--- src/rtl/irq_evt_pkg.sv ---
package irq_evt_pkg;

    // Kind of register access decoded from the bus in one cycle
    typedef enum logic [1:0] {
        ACC_NONE = 2'd0,
        ACC_SET  = 2'd1,
        ACC_CLR  = 2'd2,
        ACC_MASK = 2'd3
    } evt_acc_e;

    // Default byte offsets of the three views
    localparam logic [7:0] DEF_SET_OFS  = 8'hA0;
    localparam logic [7:0] DEF_CLR_OFS  = 8'hA4;
    localparam logic [7:0] DEF_MASK_OFS = 8'hA8;

endpackage

--- src/rtl/ctx_edge_detect.sv ---
module ctx_edge_detect #(
    parameter int N = 4
) (
    input  logic         clk,
    input  logic         rst_n,
    input  logic [N-1:0] lvl_i,
    output logic [N-1:0] rise_o
);

    logic [N-1:0] prev_d, prev_q;

    always_comb begin
        prev_d = lvl_i;
    end

    always_ff @(posedge clk or negedge rst_n) begin
        if (!rst_n) prev_q <= '0;
        else        prev_q <= prev_d;
    end

    // One pulse for every low-to-high transition between consecutive samples
    genvar g;
    generate
        for (g = 0; g < N; g++) begin : g_rise
            assign rise_o[g] = lvl_i[g] & ~prev_q[g];
        end
    endgenerate

endmodule

--- src/rtl/evt_bus_decode.sv ---
module evt_bus_decode
    import irq_evt_pkg::*;
#(
    parameter int              N        = 4,
    parameter int              AW       = 8,
    parameter int              DW       = 32,
    parameter logic [AW-1:0]   SET_OFS  = AW'(DEF_SET_OFS),
    parameter logic [AW-1:0]   CLR_OFS  = AW'(DEF_CLR_OFS),
    parameter logic [AW-1:0]   MASK_OFS = AW'(DEF_MASK_OFS)
) (
    input  logic [AW-1:0] addr_i,
    input  logic          wr_en_i,
    input  logic [DW-1:0] wdata_i,
    input  logic [N-1:0]  evt_i,
    input  logic [N-1:0]  mask_i,
    output logic [N-1:0]  set_wr_o,
    output logic [N-1:0]  clr_wr_o,
    output logic          mask_we_o,
    output logic [N-1:0]  mask_wdata_o,
    output logic [DW-1:0] rdata_o
);

    evt_acc_e acc;
    logic     unused_wdata_hi;

    assign unused_wdata_hi = ^wdata_i[DW-1:N];

    always_comb begin
        if      (addr_i == SET_OFS)  acc = ACC_SET;
        else if (addr_i == CLR_OFS)  acc = ACC_CLR;
        else if (addr_i == MASK_OFS) acc = ACC_MASK;
        else                         acc = ACC_NONE;
    end

    always_comb begin
        set_wr_o     = '0;
        clr_wr_o     = '0;
        mask_we_o    = 1'b0;
        mask_wdata_o = wdata_i[N-1:0];
        if (wr_en_i) begin
            unique case (acc)
                ACC_SET:  set_wr_o  = wdata_i[N-1:0];
                ACC_CLR:  clr_wr_o  = wdata_i[N-1:0];
                ACC_MASK: mask_we_o = 1'b1;
                default:  ;
            endcase
        end
    end

    always_comb begin
        rdata_o = '0;
        unique case (acc)
            ACC_SET:  rdata_o[N-1:0] = evt_i;
            ACC_CLR:  rdata_o[N-1:0] = evt_i & mask_i;
            ACC_MASK: rdata_o[N-1:0] = mask_i;
            default:  ;
        endcase
    end

endmodule

--- src/rtl/evt_state.sv ---
module evt_state #(
    parameter int N = 4
) (
    input  logic         clk,
    input  logic         rst_n,
    input  logic [N-1:0] rise_i,
    input  logic [N-1:0] set_wr_i,
    input  logic [N-1:0] clr_wr_i,
    input  logic         mask_we_i,
    input  logic [N-1:0] mask_wdata_i,
    output logic [N-1:0] evt_o,
    output logic [N-1:0] mask_o
);

    typedef struct packed {
        logic [N-1:0] evt;
        logic [N-1:0] mask;
    } st_t;

    st_t st_d, st_q;

    always_comb begin
        st_d = st_q;
        // Clear first, then OR in every set source: a set in the same cycle wins
        st_d.evt = (st_q.evt & ~clr_wr_i) | rise_i | set_wr_i;
        if (mask_we_i) st_d.mask = mask_wdata_i;
    end

    always_ff @(posedge clk or negedge rst_n) begin
        if (!rst_n) st_q <= '0;
        else        st_q <= st_d;
    end

    assign evt_o  = st_q.evt;
    assign mask_o = st_q.mask;

endmodule

--- src/rtl/irq_event_regs.sv ---
module irq_event_regs
    import irq_evt_pkg::*;
#(
    parameter int            NUM_CTX  = 4,
    parameter int            ADDR_W   = 8,
    parameter int            DATA_W   = 32,
    parameter logic [ADDR_W-1:0] SET_OFS  = ADDR_W'(DEF_SET_OFS),
    parameter logic [ADDR_W-1:0] CLR_OFS  = ADDR_W'(DEF_CLR_OFS),
    parameter logic [ADDR_W-1:0] MASK_OFS = ADDR_W'(DEF_MASK_OFS)
) (
    input  logic               clk,
    input  logic               rst_n,
    input  logic [NUM_CTX-1:0] irq_in,
    input  logic [ADDR_W-1:0]  addr,
    input  logic               wr_en,
    input  logic [DATA_W-1:0]  wdata,
    output logic [DATA_W-1:0]  rdata,
    output logic               irq_out
);

    logic [NUM_CTX-1:0] rise_w;
    logic [NUM_CTX-1:0] set_wr_w;
    logic [NUM_CTX-1:0] clr_wr_w;
    logic               mask_we_w;
    logic [NUM_CTX-1:0] mask_wdata_w;
    logic [NUM_CTX-1:0] evt_w;
    logic [NUM_CTX-1:0] mask_w;

    ctx_edge_detect #(.N(NUM_CTX)) u_edge (
        .clk    (clk),
        .rst_n  (rst_n),
        .lvl_i  (irq_in),
        .rise_o (rise_w)
    );

    evt_bus_decode #(
        .N        (NUM_CTX),
        .AW       (ADDR_W),
        .DW       (DATA_W),
        .SET_OFS  (SET_OFS),
        .CLR_OFS  (CLR_OFS),
        .MASK_OFS (MASK_OFS)
    ) u_dec (
        .addr_i       (addr),
        .wr_en_i      (wr_en),
        .wdata_i      (wdata),
        .evt_i        (evt_w),
        .mask_i       (mask_w),
        .set_wr_o     (set_wr_w),
        .clr_wr_o     (clr_wr_w),
        .mask_we_o    (mask_we_w),
        .mask_wdata_o (mask_wdata_w),
        .rdata_o      (rdata)
    );

    evt_state #(.N(NUM_CTX)) u_state (
        .clk          (clk),
        .rst_n        (rst_n),
        .rise_i       (rise_w),
        .set_wr_i     (set_wr_w),
        .clr_wr_i     (clr_wr_w),
        .mask_we_i    (mask_we_w),
        .mask_wdata_i (mask_wdata_w),
        .evt_o        (evt_w),
        .mask_o       (mask_w)
    );

    assign irq_out = |(evt_w & mask_w);

endmodule

--- config.mk ---
export PLATFORM = sky130hd
export DESIGN_NAME = irq_event_regs
export DESIGN_NICKNAME = d
export VERILOG_FILES = /design/src/rtl/irq_evt_pkg.sv /design/src/rtl/ctx_edge_detect.sv /design/src/rtl/evt_bus_decode.sv /design/src/rtl/evt_state.sv /design/src/rtl/irq_event_regs.sv
export SDC_FILE = /design/constraint.sdc
export NUM_CORES = 1
export LEC_CHECK = 0
export BUFFER_PORTS_ARGS = -buffer_cell sky130_fd_sc_hd__clkbuf_2
export CAP_MARGIN = 20
export CELL_PAD_IN_SITES_DETAIL_PLACEMENT = 1
export CELL_PAD_IN_SITES_GLOBAL_PLACEMENT = 1
export CORE_MARGIN = 2
export CORE_UTILIZATION = 24
export CTS_BUF_LIST = sky130_fd_sc_hd__clkbuf_8
export DETAILED_ROUTE_END_ITERATION = 7
export PLACE_DENSITY = 0.76
export SYNTH_ARGS = -nofsm -noshare
export SYNTH_HDL_FRONTEND = slang
export SYNTH_SLANG_ARGS = --single-unit
--- constraint.sdc ---
create_clock -name clk -period 1 [get_ports clk]
set_clock_uncertainty 0.05 [all_clocks]
set_input_delay 0.1 -clock clk [delete_from_list [all_inputs] [get_ports clk]]
set_output_delay 0.1 -clock clk [all_outputs]
set_load 0.02 [all_outputs]
==> results of run 1 <==
==> cells by family (layout without fill, tap and decap cells) <==
kind of cell,count (synthesis),in the layout,synth area share
and+or+nand+nor,36,36,0.264
AOI/OAI and AO/OA,8,8,0.0707
DFF,12,12,0.327
muxes,8,8,0.0925
other,1,28,0.00408
buffers and inverters,31,52,0.242
==> synthesized netlist by cell type, drive strengths merged <==
master | count | area share
buf | 29 | 0.23
dfrtp | 12 | 0.33
nand3 | 8 | 0.044
nand2 | 6 | 0.024
nor2 | 5 | 0.020
mux2 | 4 | 0.049
mux2i | 4 | 0.044
nand2b | 4 | 0.027
nand4b | 4 | 0.038
nor4bb | 4 | 0.044
o22a | 4 | 0.038
o31ai | 4 | 0.033
clkbuf | 2 | 0.0082
and4bb | 1 | 0.014
conb | 1 | 0.0041
nand4 | 1 | 0.0068
nor4 | 1 | 0.023
or2b | 1 | 0.0082
or4b | 1 | 0.015
==> cell type report <==
cell class / count / share of cell area
multi-input combinational: 80 / 0.430
tap: 48 / 0.0434
sequential: 12 / 0.217
timing repair buffer: 48 / 0.270
clock buffer: 4 / 0.0398
==> worst reg2reg max path: stages, from the launching register on <==
cell	delay, ns
dfrtp_1	0.41
buf_4	0.15
buf_4	0.13
o31ai_4	0.04
nand3_1	0.09
==> per-stage QoR <==
step | instance area [sq um] | instances
floorplan | 1070 | 123
global placement | 1110 | 175
detailed placement | 1110 | 175
CTS | 1300 | 186
global route | 1380 | 192
finish | 1380 | 192
==> worst paths after layout <==
path	start	to	slack, ns	depth (start not counted)
max	u_state.mask_o[0]$_DFFE_PN0P_	rdata[0]	-0.39	4
min in group asynchronous	rst_n	u_edge.prev_q[2]$_DFF_PN0_	0.24	2
max reg2reg	u_state.evt_o[0]$_DFF_PN0_	u_state.evt_o[0]$_DFF_PN0_	0.02	4
min	wdata[1]	u_state.mask_o[1]$_DFFE_PN0P_	0.07	2
max in group asynchronous	rst_n	u_state.mask_o[3]$_DFFE_PN0P_	0.43	2
min reg2reg	u_edge.prev_q[3]$_DFF_PN0_	u_state.evt_o[3]$_DFF_PN0_	0.45	2
==> metal layers <==
layer  wire length, um  vias up  GRT usage
li1                  -      384          -
met1               920      374      0.131
met2              1320       34      0.211
met3               138        3     0.0187
met4                37        0     0.0547
met5                 0        -          0
==> registers in the layout, summed over array words and instances (netlist names) <==
register / flops
u_edge.prev_q: 4
u_state.mask_o: 4
u_state.evt_o: 4
==> repair_timing <==
action	4_1_cts	5_1_grt
endpoints found under the setup margin	13	13
gates resized for setup	16	12
cloned	0	0
hold endpoints to repair	16	0
pin swaps	6	12
setup buffers	2	6
hold buffers	5	0
==> power breakdown <==
part           internal, mW  total, mW  switching, mW
combinational         0.144      0.366          0.222
clock                 0.349      0.543          0.194
sequential            0.502      0.511        0.00840
==> report_table.html, run 1 <==
<table>
<tr><th>Metric</th><th>Value</th></tr>
<tr><th colspan="2">Placed design</th></tr>
<tr><td>Number of port buffers</td><td>23</td></tr>
<tr><td>HPWL reported at the end of detailed placement</td><td>about 1800 um</td></tr>
<tr><td>GP Congestion</td><td>around 0.7</td></tr>
<tr><td>Pre-CTS setup slack</td><td>-0.660 ns</td></tr>
<tr><th colspan="2">Finish</th></tr>
<tr><td>Ratio of cells with drive above 1 in the final layout</td><td>0.444</td></tr>
<tr><td>ANT cells</td><td>0</td></tr>
<tr><td>Area growth from synthesis to layout</td><td>50.3%</td></tr>
<tr><td>Core utilization of the finished layout</td><td>0.378</td></tr>
<tr><td>Register cell area after layout</td><td>~300 sq um</td></tr>
<tr><td>Filler cell count in the final layout</td><td>between 400 and 500</td></tr>
<tr><td>Number of nets in the layout</td><td>between 150 and 200</td></tr>
<tr><td>Commonest cells after routing, fill and taps aside</td><td>28 x conb_1, 19 x buf_4, 17 x clkbuf_2</td></tr>
<tr><td>Most common cell after layout, fill and taps aside</td><td>conb_1</td></tr>
<tr><td>Area taken by multi-input logic gates</td><td>roughly 600 sq um</td></tr>
<tr><th colspan="2">Power and ir drop</th></tr>
<tr><td>Lkg Pwr</td><td>between 0.6 and 0.7 nW</td></tr>
<tr><td>Pwr Density</td><td>1030 nW/um^2</td></tr>
<tr><td>Power consumption</td><td>approximately 1.4 mW</td></tr>
<tr><td>Maximum vdd ir drop</td><td>~730 uV</td></tr>
<tr><th colspan="2">Floorplanning</th></tr>
<tr><td>Core region area</td><td>around 3700 sq um</td></tr>
<tr><td>Initial Util</td><td>0.251</td></tr>
<tr><td>Top-level port count</td><td>80</td></tr>
<tr><td>Vertical die dimension</td><td>roughly 66 um</td></tr>
<tr><td>Number of rows created at floorplan</td><td>22</td></tr>
<tr><td>Die footprint</td><td>4340 sq um</td></tr>
<tr><td>Floorplan die width</td><td>~66 um</td></tr>
<tr><th colspan="2">Synthesis</th></tr>
<tr><td>Mapped Avg Cell Area</td><td>approximately 9.6 sq um</td></tr>
<tr><td>Number of warnings printed during yosys synthesis</td><td>0</td></tr>
<tr><td>Number of synthesized register bits</td><td>12</td></tr>
<tr><td>Synthesized cell area</td><td>920 sq um</td></tr>
<tr><td>Instance count of the mapped netlist</td><td>96</td></tr>
<tr><td>Portion of the post-synthesis area used by sequential elements</td><td>0.327</td></tr>
<tr><td>Post-synth cell types</td><td>20</td></tr>
<tr><th colspan="2">Routing</th></tr>
<tr><td>Vias</td><td>between 700 and 800</td></tr>
<tr><td>Detail-routed net length per standard cell</td><td>12.6 um</td></tr>
<tr><td>Vias per inst</td><td>slightly above 4</td></tr>
<tr><td>Final Routed Wirelength</td><td>roughly 2400 um</td></tr>
<tr><td>Count of nets left with antenna violations after detail routing</td><td>0</td></tr>
<tr><td>Remaining design rule violation count</td><td>0</td></tr>
<tr><td>Number of search-and-repair iterations in the first detailed-routing pass</td><td>2</td></tr>
<tr><td>Number of DRC markers after the initial detailed-route iteration</td><td>4</td></tr>
<tr><th colspan="2">Critical path</th></tr>
<tr><td>Critical Setup Path Class</td><td>reg -&gt; out</td></tr>
<tr><td>Worst setup EP type</td><td>output pin</td></tr>
<tr><td>Cells along the critical path</td><td>mux2i_1 -&gt; o22a_1 -&gt; nor2_4 -&gt; buf_6</td></tr>
<tr><td>Crit path max-delay family</td><td>flip-flops</td></tr>
<tr><td>Stage delay of the slowest cell on the critical path</td><td>~0.40 ns</td></tr>
<tr><td>Crit path buffers/inverters</td><td>1</td></tr>
<tr><td>Critical Path Start Type</td><td>flip-flop</td></tr>
<tr><td>Critical-path top delay cell</td><td>dfrtp_1</td></tr>
<tr><td>Critical Path Fanout Max</td><td>3</td></tr>
<tr><td>Worst endpoint data arrival time</td><td>between 1 and 1.5 ns</td></tr>
<tr><td>Crit path required time</td><td>0.85 ns</td></tr>
<tr><th colspan="2">Clock tree</th></tr>
<tr><td>Total clock buffers created by CTS</td><td>3</td></tr>
<tr><td>Clock latency on the worst-skew pair</td><td>between 0.2 and 0.3 ns</td></tr>
<tr><td>Clock H-tree levels</td><td>1</td></tr>
<tr><td>Deepest clock path buffer count</td><td>2</td></tr>
<tr><td>Reg clk slew, reported paths</td><td>0.05 ns</td></tr>
<tr><td>Root buffer selected by CTS</td><td>clkbuf_8</td></tr>
<tr><td>Clock tree from TritonCTS</td><td>done</td></tr>
<tr><td>Sink Count</td><td>12</td></tr>
<tr><th colspan="2">Timing</th></tr>
<tr><td>Setup slack after layout</td><td>-0.390 ns</td></tr>
<tr><td>Max-slew violation count</td><td>0</td></tr>
<tr><td>Worst Hold Margin</td><td>roughly 0.072 ns</td></tr>
<tr><td>Maximum achievable frequency</td><td>approximately 0.7 GHz</td></tr>
<tr><td>Setup repair after global routing missed its margin</td><td>yes</td></tr>
<tr><td>Endpoints failing setup</td><td>13</td></tr>
<tr><td>Number of hold violations in the final report</td><td>0</td></tr>
<tr><td>Setup TNS</td><td>-3.48 ns</td></tr>
<tr><td>Final critical path time including I/O delays and setup</td><td>~1.4 ns</td></tr>
<tr><td>Share of the clock period used by the worst path after layout</td><td>1.39</td></tr>
<tr><th colspan="2">GRT</th></tr>
<tr><td>Maximum number of pins on one net before global-route repair</td><td>13</td></tr>
<tr><td>GRT Total Usage</td><td>0.116</td></tr>
<tr><td>Number of global-route vias before repair</td><td>~800</td></tr>
<tr><td>Overflow after GRT</td><td>0</td></tr>
<tr><td>First-pass GRT wire length</td><td>roughly 3800 um</td></tr>
<tr><td>Number of antenna violations at the first check in global routing</td><td>0</td></tr>
<tr><th colspan="2">Outcome</th></tr>
<tr><td>Result of the run</td><td>finished, violations left</td></tr>
<tr><td>Violations in the final reports</td><td>setup timing</td></tr>
<tr><th colspan="2">Run</th></tr>
<tr><td>Count of max-cap constraint violations</td><td>0</td></tr>
<tr><th colspan="2">Min path</th></tr>
<tr><td>Type of the tightest min-delay check</td><td>in -&gt; reg</td></tr>
</table>
Power figures use the tool's default switching activity.
==> inputs of run 2 (changes only) <==
--- a/config.mk
+++ b/config.mk
@@ -5,15 +5,17 @@
 export SDC_FILE = /design/constraint.sdc
 export NUM_CORES = 1
 export LEC_CHECK = 0
+export ABC_AREA = 1
 export BUFFER_PORTS_ARGS = -buffer_cell sky130_fd_sc_hd__clkbuf_2
 export CAP_MARGIN = 20
 export CELL_PAD_IN_SITES_DETAIL_PLACEMENT = 1
 export CELL_PAD_IN_SITES_GLOBAL_PLACEMENT = 1
+export CORE_ASPECT_RATIO = 1.1
 export CORE_MARGIN = 2
-export CORE_UTILIZATION = 24
+export CORE_UTILIZATION = 22
 export CTS_BUF_LIST = sky130_fd_sc_hd__clkbuf_8
 export DETAILED_ROUTE_END_ITERATION = 7
-export PLACE_DENSITY = 0.76
+export PLACE_DENSITY = 0.74
 export SYNTH_ARGS = -nofsm -noshare
 export SYNTH_HDL_FRONTEND = slang
 export SYNTH_SLANG_ARGS = --single-unit
==> report_table.html, run 2 <==
<table>
<tr><th>Metric</th><th>Value</th></tr>
<tr><th colspan="2">Outcome</th></tr>
<tr><td>Result of the run</td><td>finished, violations left</td></tr>
<tr><td>Violations in the final reports</td><td>setup timing</td></tr>
<tr><th colspan="2">Timing</th></tr>
<tr><td>Max-slew violation count</td><td>0</td></tr>
<tr><td>Setup slack after layout</td><td>-0.206 ns</td></tr>
<tr><td>Maximum achievable frequency</td><td>~0.83 GHz</td></tr>
<tr><td>Share of the clock period used by the worst path after layout</td><td>1.21</td></tr>
<tr><td>Worst Hold Margin</td><td>0.0522 ns</td></tr>
<tr><td>Endpoints failing setup</td><td>5</td></tr>
<tr><td>Number of hold violations in the final report</td><td>0</td></tr>
<tr><td>Setup repair after global routing missed its margin</td><td>yes</td></tr>
<tr><td>Final critical path time including I/O delays and setup</td><td>approximately 1.2 ns</td></tr>
<tr><th colspan="2">Critical path</th></tr>
<tr><td>Critical Path Start Type</td><td>flip-flop</td></tr>
<tr><td>Critical Setup Path Class</td><td>reg -&gt; out</td></tr>
<tr><td>Worst path most repeated cell</td><td>nand3_2</td></tr>
<tr><td>Reg2reg path depth</td><td>4</td></tr>
<tr><td>Worst endpoint data arrival time</td><td>1.06 ns</td></tr>
<tr><td>Capturing point of the worst reg2reg path</td><td>u_state.mask_o[1]$_DFFE_PN0P_</td></tr>
<tr><td>Worst setup EP type</td><td>output pin</td></tr>
<tr><td>Stage delay of the slowest cell on the critical path</td><td>between 0.4 and 0.5 ns</td></tr>
<tr><td>Origin of the critical flop-to-flop path</td><td>u_state.mask_o[1]$_DFFE_PN0P_</td></tr>
<tr><td>Minimum setup slack among reg-to-reg paths</td><td>approximately 0.10 ns</td></tr>
<tr><td>Critical Path Fanout Max</td><td>3</td></tr>
<tr><td>Critical-path top delay cell</td><td>dfrtp_1</td></tr>
<tr><td>Cells along the critical path</td><td>nand2_2 -&gt; inv_2 -&gt; nand3_2 -&gt; nand3_2 -&gt; buf_8</td></tr>
<tr><td>Crit path required time</td><td>~0.85 ns</td></tr>
<tr><th colspan="2">Synthesis</th></tr>
<tr><td>Number of synthesized register bits</td><td>12</td></tr>
<tr><td>Post-synth cell types</td><td>18</td></tr>
<tr><td>Leading post-synthesis cells by instance count</td><td>34 x nand2_1, 29 x buf_4, 16 x nand3_1</td></tr>
<tr><td>Mapped Avg Cell Area</td><td>between 7 and 8 sq um</td></tr>
<tr><td>Top cell type's share of synthesized area</td><td>0.327</td></tr>
<tr><td>Portion of the post-synthesis area used by sequential elements</td><td>0.327</td></tr>
<tr><td>Most common cell in the netlist</td><td>nand2_1</td></tr>
<tr><td>Cell taking the most area after synthesis</td><td>dfrtp_1</td></tr>
<tr><td>Synthesized cell area</td><td>slightly above 900 sq um</td></tr>
<tr><td>Dominant cells by area after synthesis</td><td>dfrtp_1 33%, buf_4 24%, nand2_1 14%</td></tr>
<tr><td>Proportion of synthesized flip-flops having asynchronous set or reset</td><td>1.00</td></tr>
<tr><td>Post-synth top flop</td><td>dfrtp_1</td></tr>
<tr><td>Number of warnings printed during yosys synthesis</td><td>0</td></tr>
<tr><td>Instance count of the mapped netlist</td><td>approximately 130</td></tr>
<tr><td>Number of enable-type register cells in the synthesized netlist</td><td>0</td></tr>
<tr><th colspan="2">GRT</th></tr>
<tr><td>GRT Total Usage</td><td>0.106</td></tr>
<tr><td>First-pass GRT wire length</td><td>~3800 um</td></tr>
<tr><td>Maximum number of pins on one net before global-route repair</td><td>13</td></tr>
<tr><td>Number of global-route vias before repair</td><td>853</td></tr>
<tr><td>Met2 GRT Util</td><td>0.180</td></tr>
<tr><td>Overflow after GRT</td><td>0</td></tr>
<tr><td>Grt met3 use</td><td>0.0314</td></tr>
<tr><td>Met1 capacity usage during global routing</td><td>0.123</td></tr>
<tr><td>Number of antenna violations at the first check in global routing</td><td>0</td></tr>
<tr><td>Most Used Layer, Global Route</td><td>met2</td></tr>
<tr><th colspan="2">Min path</th></tr>
<tr><td>End point of the most critical hold path</td><td>u_state.mask_o[0]$_DFFE_PN0P_</td></tr>
<tr><td>Number of stages on the worst hold path</td><td>3</td></tr>
<tr><td>HP Start</td><td>wdata[0]</td></tr>
<tr><td>Type of the tightest min-delay check</td><td>in -&gt; reg</td></tr>
<tr><th colspan="2">Clock tree</th></tr>
<tr><td>Total clock buffers created by CTS</td><td>3</td></tr>
<tr><td>Reg clk slew, reported paths</td><td>around 0.050 ns</td></tr>
<tr><td>Clock tree from TritonCTS</td><td>done</td></tr>
<tr><td>Sink Count</td><td>12</td></tr>
<tr><td>Root buffer selected by CTS</td><td>clkbuf_8</td></tr>
<tr><td>Deepest clock path buffer count</td><td>2</td></tr>
<tr><td>Clock H-tree levels</td><td>1</td></tr>
<tr><td>Clock latency on the worst-skew pair</td><td>about 0.24 ns</td></tr>
<tr><th colspan="2">Floorplanning</th></tr>
<tr><td>Initial Util</td><td>0.230</td></tr>
<tr><td>Vertical die dimension</td><td>between 70 and 80 um</td></tr>
<tr><td>Die footprint</td><td>approximately 4700 sq um</td></tr>
<tr><td>Top-level port count</td><td>80</td></tr>
<tr><td>Floorplan die width</td><td>between 60 and 70 um</td></tr>
<tr><td>Number of rows created at floorplan</td><td>24</td></tr>
<tr><td>Core region area</td><td>between 3000 and 4000 sq um</td></tr>
<tr><th colspan="2">Placed design</th></tr>
<tr><td>Number of port buffers</td><td>23</td></tr>
<tr><td>Post-placement cell count</td><td>212</td></tr>
<tr><td>HPWL reported at the end of detailed placement</td><td>around 1700 um</td></tr>
<tr><td>GP Congestion</td><td>0.819</td></tr>
<tr><td>Pre-CTS setup slack</td><td>-0.153 ns</td></tr>
<tr><th colspan="2">Finish</th></tr>
<tr><td>Ratio of cells with drive above 1 in the final layout</td><td>0.401</td></tr>
<tr><td>Core utilization of the finished layout</td><td>0.323</td></tr>
<tr><td>Commonest cells after routing, fill and taps aside</td><td>28 x conb_1, 25 x nand2_1, 16 x clkbuf_2</td></tr>
<tr><td>Register cell area after layout</td><td>between 300 and 400 sq um</td></tr>
<tr><td>Area growth from synthesis to layout</td><td>40.7%</td></tr>
<tr><td>Area taken by multi-input logic gates</td><td>between 500 and 600 sq um</td></tr>
<tr><td>Number of standard cells in the layout, taps in and fillers out</td><td>between 200 and 250</td></tr>
<tr><td>Filler cell count in the final layout</td><td>about 500</td></tr>
<tr><td>ANT cells</td><td>0</td></tr>
<tr><td>Number of nets in the layout</td><td>approximately 220</td></tr>
<tr><td>Most common cell after layout, fill and taps aside</td><td>conb_1</td></tr>
<tr><th colspan="2">Power and ir drop</th></tr>
<tr><td>Lkg Pwr</td><td>just under 0.8 nW</td></tr>
<tr><td>Maximum vdd ir drop</td><td>331 uV</td></tr>
<tr><td>Power consumption</td><td>1.24 mW</td></tr>
<tr><td>Pwr Density</td><td>958 nW/um^2</td></tr>
<tr><th colspan="2">Run</th></tr>
<tr><td>Count of max-cap constraint violations</td><td>0</td></tr>
<tr><th colspan="2">Routing</th></tr>
<tr><td>Vias</td><td>835</td></tr>
<tr><td>Number of DRC markers after the initial detailed-route iteration</td><td>8</td></tr>
<tr><td>Number of search-and-repair iterations in the first detailed-routing pass</td><td>4</td></tr>
<tr><td>Detail-routed net length per standard cell</td><td>approximately 10 um</td></tr>
<tr><td>Remaining design rule violation count</td><td>0</td></tr>
<tr><td>Count of nets left with antenna violations after detail routing</td><td>0</td></tr>
<tr><td>Vias per inst</td><td>approximately 3.8</td></tr>
<tr><td>Final Routed Wirelength</td><td>approximately 2200 um</td></tr>
</table>
## run 2: worst max path at each step
| stage | start | endpoint | slack [ns] |
|---|---|---|---|
| final | u_state.evt_o[3]$_DFF_PN0_ | rdata[3] | -0.21 |
| after global routing | u_state.evt_o[3]$_DFF_PN0_ | rdata[3] | -0.26 |
| after CTS | u_state.evt_o[3]$_DFF_PN0_ | rdata[3] | -0.23 |
| after detailed placement | addr[1] | rdata[3] | -0.15 |
| after global placement | addr[1] | rdata[3] | -0.15 |
| after floorplan | addr[1] | rdata[0] | 0.11 |
## run 2: repair_timing
item,in CTS,in global routing
gates resized for setup,19,18
setup buffers,1,0
pin swaps,9,7
endpoints found under the hold margin,16,0
setup endpoints to repair,5,7
hold buffers,5,0
## run 2: cells by family after synthesis
family	after synthesis	synth area share
compound gates	4	0.0218
buf+inv	45	0.304
flops	12	0.327
other cells	1	0.00409
simple gates	65	0.342
## run 2: routing by layer
metal / vias to the layer above / routed length [um]
met5: - / 0
li1: 416 / -
met3: 5 / 135
met2: 26 / 1190
met1: 388 / 859
met4: 0 / 36
## run 2: layout make-up
type	instances	area share
multi-input combinational	97	0.393
timing repair buffer	40	0.248
sequential	12	0.233
tap	52	0.0504
inverter	15	0.0436
clock buffer	3	0.0320
## run 2: report_power, final
group / internal, mW / switching (mW)
Clock: 0.266 / 0.183
Combinational: 0.0821 / 0.193
Sequential: 0.503 / 0.00940
Total: 0.851 / 0.385
## run 2: worst max-delay path: cells and delay by family, from the launching register on
family / cells / cell delay, ns
flops: 1 / 0.41
simple gates: 3 / 0.23
buf+inv: 2 / 0.18
## run 2: stage by stage
stage / cell area [sq um] / setup TNS (ns)
after floorplan: 1020 / 0
after global placement: 1090 / -0.958
after detailed placement: 1090 / -1.15
after CTS: 1260 / -1.06
after global routing: 1290 / -1.26
final: 1290 / -0.979
